File: src/rtl/dbnc_pkg.sv
package dbnc_pkg;

  typedef enum logic {
    SES_IDLE = 1'b0,
    SES_RUN  = 1'b1
  } ses_e;

  function automatic int max_of(input int a, input int b);
    return (a > b) ? a : b;
  endfunction

endpackage

File: src/rtl/dbnc_sync.sv
module dbnc_sync #(
  parameter int STAGES = 2
) (
  input  logic clk_i,
  input  logic rst_ni,
  input  logic raw_i,
  output logic smp_o,
  output logic edge_o
);

  logic [STAGES-1:0] chain_q;
  logic              last_q;

  always_ff @(posedge clk_i or negedge rst_ni) begin
    if (!rst_ni) begin
      chain_q <= '0;
      last_q  <= 1'b0;
    end else begin
      chain_q <= {chain_q[STAGES-2:0], raw_i};
      last_q  <= chain_q[STAGES-1];
    end
  end

  assign smp_o  = chain_q[STAGES-1];
  assign edge_o = chain_q[STAGES-1] ^ last_q;

endmodule

File: src/rtl/dbnc_core.sv
module dbnc_core
  import dbnc_pkg::*;
#(
  parameter int RISE_TICKS = 2,
  parameter int FALL_TICKS = 2,
  parameter int CNT_W      = 2
) (
  input  logic             clk_i,
  input  logic             rst_ni,
  input  logic             smp_i,
  input  logic             edge_i,
  input  logic             tick_i,
  output logic             state_o,
  output logic             busy_o,
  output logic [CNT_W-1:0] cnt_o,
  output logic             commit_o
);

  localparam logic [CNT_W-1:0] RISE_LD = CNT_W'(RISE_TICKS);
  localparam logic [CNT_W-1:0] FALL_LD = CNT_W'(FALL_TICKS);
  localparam logic [CNT_W-1:0] ONE     = CNT_W'(1);

  ses_e             ses_q;
  logic             state_q;
  logic [CNT_W-1:0] cnt_q;
  logic             differ;

  // reload count for leaving the given state
  function automatic logic [CNT_W-1:0] reload(input logic cur);
    return cur ? FALL_LD : RISE_LD;
  endfunction

  assign differ   = smp_i != state_q;
  assign commit_o = (ses_q == SES_RUN) && tick_i && differ && (cnt_q == ONE);

  always_ff @(posedge clk_i or negedge rst_ni) begin
    if (!rst_ni) begin
      ses_q   <= SES_IDLE;
      state_q <= 1'b0;
      cnt_q   <= '0;
    end else begin
      case (ses_q)
        SES_IDLE: begin
          if (edge_i) begin
            ses_q <= SES_RUN;
            cnt_q <= reload(state_q);
          end
        end
        default: begin
          if (tick_i) begin
            if (!differ) begin
              cnt_q <= reload(state_q);
            end else if (cnt_q == ONE) begin
              state_q <= smp_i;
              cnt_q   <= reload(smp_i);
              ses_q   <= SES_IDLE;
            end else begin
              cnt_q <= cnt_q - ONE;
            end
          end
        end
      endcase
    end
  end

  assign state_o = state_q;
  assign busy_o  = (ses_q == SES_RUN);
  assign cnt_o   = cnt_q;

endmodule

File: src/rtl/dbnc_report.sv
module dbnc_report (
  input  logic clk_i,
  input  logic rst_ni,
  input  logic commit_i,
  input  logic new_state_i,
  input  logic state_i,
  input  logic active_low_i,
  input  logic both_edges_i,
  output logic event_o,
  output logic level_o
);

  logic wanted;
  logic event_q;

  assign wanted = both_edges_i | (new_state_i ^ active_low_i);

  always_ff @(posedge clk_i or negedge rst_ni) begin
    if (!rst_ni) event_q <= 1'b0;
    else         event_q <= commit_i & wanted;
  end

  assign event_o = event_q;
  assign level_o = state_i ^ active_low_i;

endmodule

File: src/rtl/asym_debounce.sv
module asym_debounce
  import dbnc_pkg::*;
#(
  parameter int RISE_TICKS  = 2,
  parameter int FALL_TICKS  = 2,
  parameter int SYNC_STAGES = 2
) (
  input  logic clk_i,
  input  logic rst_ni,
  input  logic raw_i,
  input  logic tick_i,
  input  logic active_low_i,
  input  logic both_edges_i,
  output logic level_o,
  output logic event_o
);

  localparam int MAX_LD = max_of(RISE_TICKS, FALL_TICKS);
  localparam int CNT_W  = $clog2(MAX_LD + 1);

  logic             smp_w;
  logic             edge_w;
  logic             state_w;
  logic             busy_w;
  logic [CNT_W-1:0] cnt_w;
  logic             commit_w;

  dbnc_sync #(.STAGES(SYNC_STAGES)) u_sync (
    .clk_i  (clk_i),
    .rst_ni (rst_ni),
    .raw_i  (raw_i),
    .smp_o  (smp_w),
    .edge_o (edge_w)
  );

  dbnc_core #(
    .RISE_TICKS (RISE_TICKS),
    .FALL_TICKS (FALL_TICKS),
    .CNT_W      (CNT_W)
  ) u_core (
    .clk_i    (clk_i),
    .rst_ni   (rst_ni),
    .smp_i    (smp_w),
    .edge_i   (edge_w),
    .tick_i   (tick_i),
    .state_o  (state_w),
    .busy_o   (busy_w),
    .cnt_o    (cnt_w),
    .commit_o (commit_w)
  );

  dbnc_report u_report (
    .clk_i        (clk_i),
    .rst_ni       (rst_ni),
    .commit_i     (commit_w),
    .new_state_i  (smp_w),
    .state_i      (state_w),
    .active_low_i (active_low_i),
    .both_edges_i (both_edges_i),
    .event_o      (event_o),
    .level_o      (level_o)
  );

endmodule

File: config.mk
export PLATFORM = sky130hd
export DESIGN_NAME = asym_debounce
export DESIGN_NICKNAME = d
export VERILOG_FILES = /design/src/rtl/dbnc_pkg.sv /design/src/rtl/dbnc_sync.sv /design/src/rtl/dbnc_core.sv /design/src/rtl/dbnc_report.sv /design/src/rtl/asym_debounce.sv
export SDC_FILE = /design/constraint.sdc
export NUM_CORES = 1
export LEC_CHECK = 0
export ABC_AREA = 0
export BUFFER_PORTS_ARGS = -buffer_cell sky130_fd_sc_hd__buf_2
export CORE_AREA = 2 2 39 41
export CTS_BUF_LIST = sky130_fd_sc_hd__clkbuf_4
export DETAILED_ROUTE_END_ITERATION = 12
export DIE_AREA = 0 0 41 43
export PLACE_DENSITY = 0.5
export SYNTH_ARGS = -nofsm -noshare
export SYNTH_HDL_FRONTEND = slang
export SYNTH_SLANG_ARGS = --single-unit
File: constraint.sdc
create_clock -name clk_i -period 2.6 [get_ports clk_i]
set_input_delay 0.52 -clock clk_i [delete_from_list [all_inputs] [get_ports clk_i]]
set_output_delay 0.52 -clock clk_i [all_outputs]
set_load 0.03 [all_outputs]
# After elaboration in Yosys (flattened, before gate mapping)
# Index checks and enable logic that the tools add are counted.
dict set report classes {
  addsub 1
  multipliers 0
  div 0
  order_cmp 0
  n_eq_ne 3
  shifts 0
  muxes 10
  bitwise_logic 5
  reduce_logical 6
}
# op n
set op_table {}
lappend op_table {{$mux W2} 5}
lappend op_table {{$mux W1} 5}
lappend op_table {{$reduce_and A4 Y1} 1}
lappend op_table {{$logic_and A1 B1 Y1} 3}
lappend op_table {{$xor A1 B1 Y1} 3}
lappend op_table {{$eq A2 B1 Y1 const B} 1}
lappend op_table {{$ne A2 B2 Y1 const B} 1}
lappend op_table {{$reduce_and A2 Y1} 1}
lappend op_table {{$reduce_bool A2 Y1} 1}
lappend op_table {{$sub A2 B1 Y2 const B} 1}
lappend op_table {{$and A1 B1 Y1} 1}
lappend op_table {{$ne A1 B1 Y1} 1}
lappend op_table {{$or A1 B1 Y1} 1}
dict set report totals {
  register_bits 8
  latchBits 0
  ram_bits 0
  rom_bits 0
  in_bits 6
  output_inout_bits 2
  word_cells 31
  memories 0
}

# Depth between registers and ports, before layout
dict set report depth {
  word_depth 5
  depth_mapped 3
  mapped_depth_nobuf 3
}

# Hierarchy
# From an unflattened synthesis, not the netlist that was laid out.
dict set report unflattened {
  cells_unflattened 23
  area_unflattened_um2 331.6
}
# mod n_inst cells_per_inst area_per_inst_um2 seq_area_each_um2
set modules_own_cells {}
lappend modules_own_cells {dbnc_core 1 15 197.7 100.1}
lappend modules_own_cells {dbnc_sync 1 4 83.8 75.1}
lappend modules_own_cells {dbnc_report 1 4 50.0 25.0}

# Worst setup path before layout
# No wires, ideal clock.
dict set report synth_timing {
  kind {input to output}
  startpoint {input port active_low_i}
  endpoint {output port level_o}
  arrival_time_ns 1.008
  t_required_ns 2.080
  slack_ns 1.072
  path_stages 1
  path_buffers 0
  cell_sequence {xor2_1}
}
dict set report synth_between {
  elab_chain_cells 1
}
# item line
set synth_rtl {}
lappend synth_rtl {{from (decl)} asym_debounce.sv:12} ;# input logic active_low_i,
lappend synth_rtl {{$xor A1 B1 Y1} dbnc_report.sv:24} ;# assign level_o = state_i ^ active_low_i;
lappend synth_rtl {{to (decl)} asym_debounce.sv:14} ;# output logic level_o,
# No other way between the ends.

# Worst setup path in the final report
dict set report layout_timing {
  startpoint {register u_core.state_q, in the netlist u_core.state_o}
  endpoint {output port level_o}
}
dict set report layout_between {
  elab_chain_cells 1
}
# item line
set layout_rtl {}
lappend layout_rtl {{from (decl)} dbnc_core.sv:24} ;# logic state_q;
lappend layout_rtl {{from (signal assigned)} dbnc_core.sv:54} ;# state_q <= smp_i;
lappend layout_rtl {{$xor A1 B1 Y1} dbnc_report.sv:24}
# No other way between the ends.

==> results.ini <==
[pwr]
p_per_area_nw_per_um2 = 896
vdd_ir_drop_max_mv = 0.208
leakage_nw = 0.196

[drt]
wl_per_cell_um = 10.0
detail-route-antenna-nets = 0
routed_wl_um = 492
vias = 194
vias_per_cell = 3.96
dr.pass1.iters = 1
drc = 0
drt_first_iter_violations = 0

[worst_setup_path]
crit_path_max_fanout = 3
start_kind = flop
worst-path-buf-inv = 1
cpMaxStageDelayCell = dfrtp_1
end_kind = output port
r2r_cells = 3
crit_type = reg2out
arrival_ns = 0.99
path_delay_family = flip-flops
cp_num_cells = 2
path_cells = xor2_1 > buf_2
critPathRequiredTime_ns = 2.08
max_stage_delay_ns = 0.40

[logic_synthesis]
synth_top_family_by_area = XOR/XNOR gates
synth.mux.area_fraction_pct = 9.92
synth_area_um2 = 315
synth_top_area_share_pct = 63.5
synth_cell_type_count = 11
synth_xor_area_share_pct = 11.1
yosys_warnings = 0
synthesis.nets = 29
synthCells = 23
synth_area_leaders = dfrtp_1, xor2_1, mux2i_1, mux2_1, nor2_1
synth_seq_area_share_pct = 63.5
synth_compound_gate_area_share_pct = 4.76
avgSynthCellArea_um2 = 13.7
yosys.area_share.simple_pct = 10.7
ys_seq_elements = 8
yosys.area.top_type = dfrtp_1
synthAdderAreaFrac_pct = 0

[finish]
postLayoutCoreUtil_pct = 28.4
drive_above_1_share_pct = 33.3
syn_to_final_growth_pct = 24.6
final_net_count = 41
antenna_cells = 0
fin_area_um2 = 393

[grt]
grtUsageTotal_pct = 8.15
grt_overflow = 0
grt_pass1_vias = 209
grt_use_met3_pct = 3.14
antenna_found_initial = 0
grt_pass1_wl_um = 883
grt_use_met2_pct = 11.3
grt_use_met1_pct = 8.75
grt_max_degree = 9
grt.busiest_layer = met2

[clock_tree]
cts.clk_slew.worst_paths_ns = 0.05
ctsLongestPathBuffers = 2
cts-root-buf = clkbuf_4
cts_tree = done
clock-sinks = 8
clock_latency_ns = 0.24
cts_setup_buffers = 0
cts_buffers = 3
ctsResizeCount = 0
cts_hold_buf = 0
cts_max_level = 1

[floorplanning]
die_w_um = 41
core_um2 = 1380
start_util_pct = 22.8
die-area_um2 = 1760
io_pins = 8
die_h_um = 43
num_rows = 14

[timing]
worst_pin_slew_ns = 0.233
finalWorstSetupSlack_ns = 1.09
clock.fmax_mhz = 664
skew_ns = 0.00152
hold_violations = 0
slew_violations = 0
setup_tns_ns = 0
period_share_pct = 58.0
max-slew-margin-rel_pct = 84.3
setup_viol_count_final = 0
rsz0062_at_grt = false
period_minus_slack_ns = 1.51

[worst_hold_path]
hp-class = in2async

[flow_run]
drv_cap = 0

[placed_design]
io_buffers = 7
pre_cts_ws_ns = 1.09
dpl_cell_area_um2 = 370
gp_congestion = 0.604

[status]
status = complete, no violations

[worst register-to-register path, cell delays in order (launching register included)]
cell and delay, ns:
dfrtp_1 0.44, xor2_1 0.22, mux2i_1 0.13, a21o_1 0.19
[worst paths after layout]
kind                                   start                 to  slack, ns
min reg2reg                u_sync.chain_q[0]  u_sync.chain_q[1]       0.35
max                           u_core.state_o            level_o       1.09
max reg2reg                u_sync.chain_q[1]    u_core.cnt_o[0]       1.51
min                                   rst_ni    u_core.cnt_o[0]       0.11
max in group asynchronous             rst_ni     u_core.state_o       2.33
min in group clk_i         u_sync.chain_q[0]  u_sync.chain_q[1]       0.35
[cell usage in the layout, fill, tap and decap left out]
| cell type | count |
|---|---|
| mux2_1 | 1 |
| nor2_1 | 3 |
| nand2_1 | 1 |
| clkbuf_4 | 3 |
| buf_2 | 7 |
| nor3_2 | 1 |
| a21o_1 | 1 |
| mux2i_1 | 2 |
| xor2_1 | 3 |
| xnor2_1 | 1 |
| nand4b_1 | 1 |
| dfrtp_1 | 8 |
| o21a_1 | 1 |
[where the power goes]
part,switching (mW),internal [mW]
clock network,0.0350,0.0523
registers,0.0235,0.152
logic,0.0487,0.0410
[state kept, by name (all words and copies together) (netlist names)]
name	flops
u_core.cnt_o	2
u_sync.last_q	1
u_core.busy_o	1
u_sync.chain_q	2
u_core.state_o	1
u_report.event_o	1
[kinds of logic after synthesis]
group / count (synthesis)
compound gates: 2
xor+xnor: 4
flops: 8
mux: 3
simple gates: 6
[per-layer routing]
layer	wire (um)	up-vias
met5	0	-
met4	0	0
met3	28	0
met2	265	5
met1	199	90
li1	-	99
[through the flow]
| stage | total power [mW] | hold WS (ns) | cells |
|---|---|---|---|
| CTS | 0.363 | 0.102 | 49 |
| finish | 0.352 | 0.108 | 49 |
| floorplan | 0.241 | 0.224 | 23 |
| global route | 0.384 | 0.102 | 49 |
| detailed placement | 0.270 | 0.339 | 46 |
| global placement | 0.263 | 0.339 | 46 |
[Yosys cell counts (all sizes together)]
| cell | instances |
|---|---|
| nand2 | 1 |
| nor3 | 1 |
| mux2 | 1 |
| a21o | 1 |
| mux2i | 2 |
| nor2 | 3 |
| o21a | 1 |
| dfrtp | 8 |
| xnor2 | 1 |
| xor2 | 3 |
| nand4b | 1 |
[layout make-up]
| class | instances | area [um2] |
|---|---|---|
| Fill cell | 151 | 991 |
| Sequential cell | 8 | 200 |
| Multi-Input combinational cell | 15 | 115 |
| Timing Repair Buffer | 7 | 35.0 |
| Clock buffer | 3 | 22.5 |
| Tap cell | 16 | 20.0 |
Note: power is estimated with default switching activity, not from simulation.
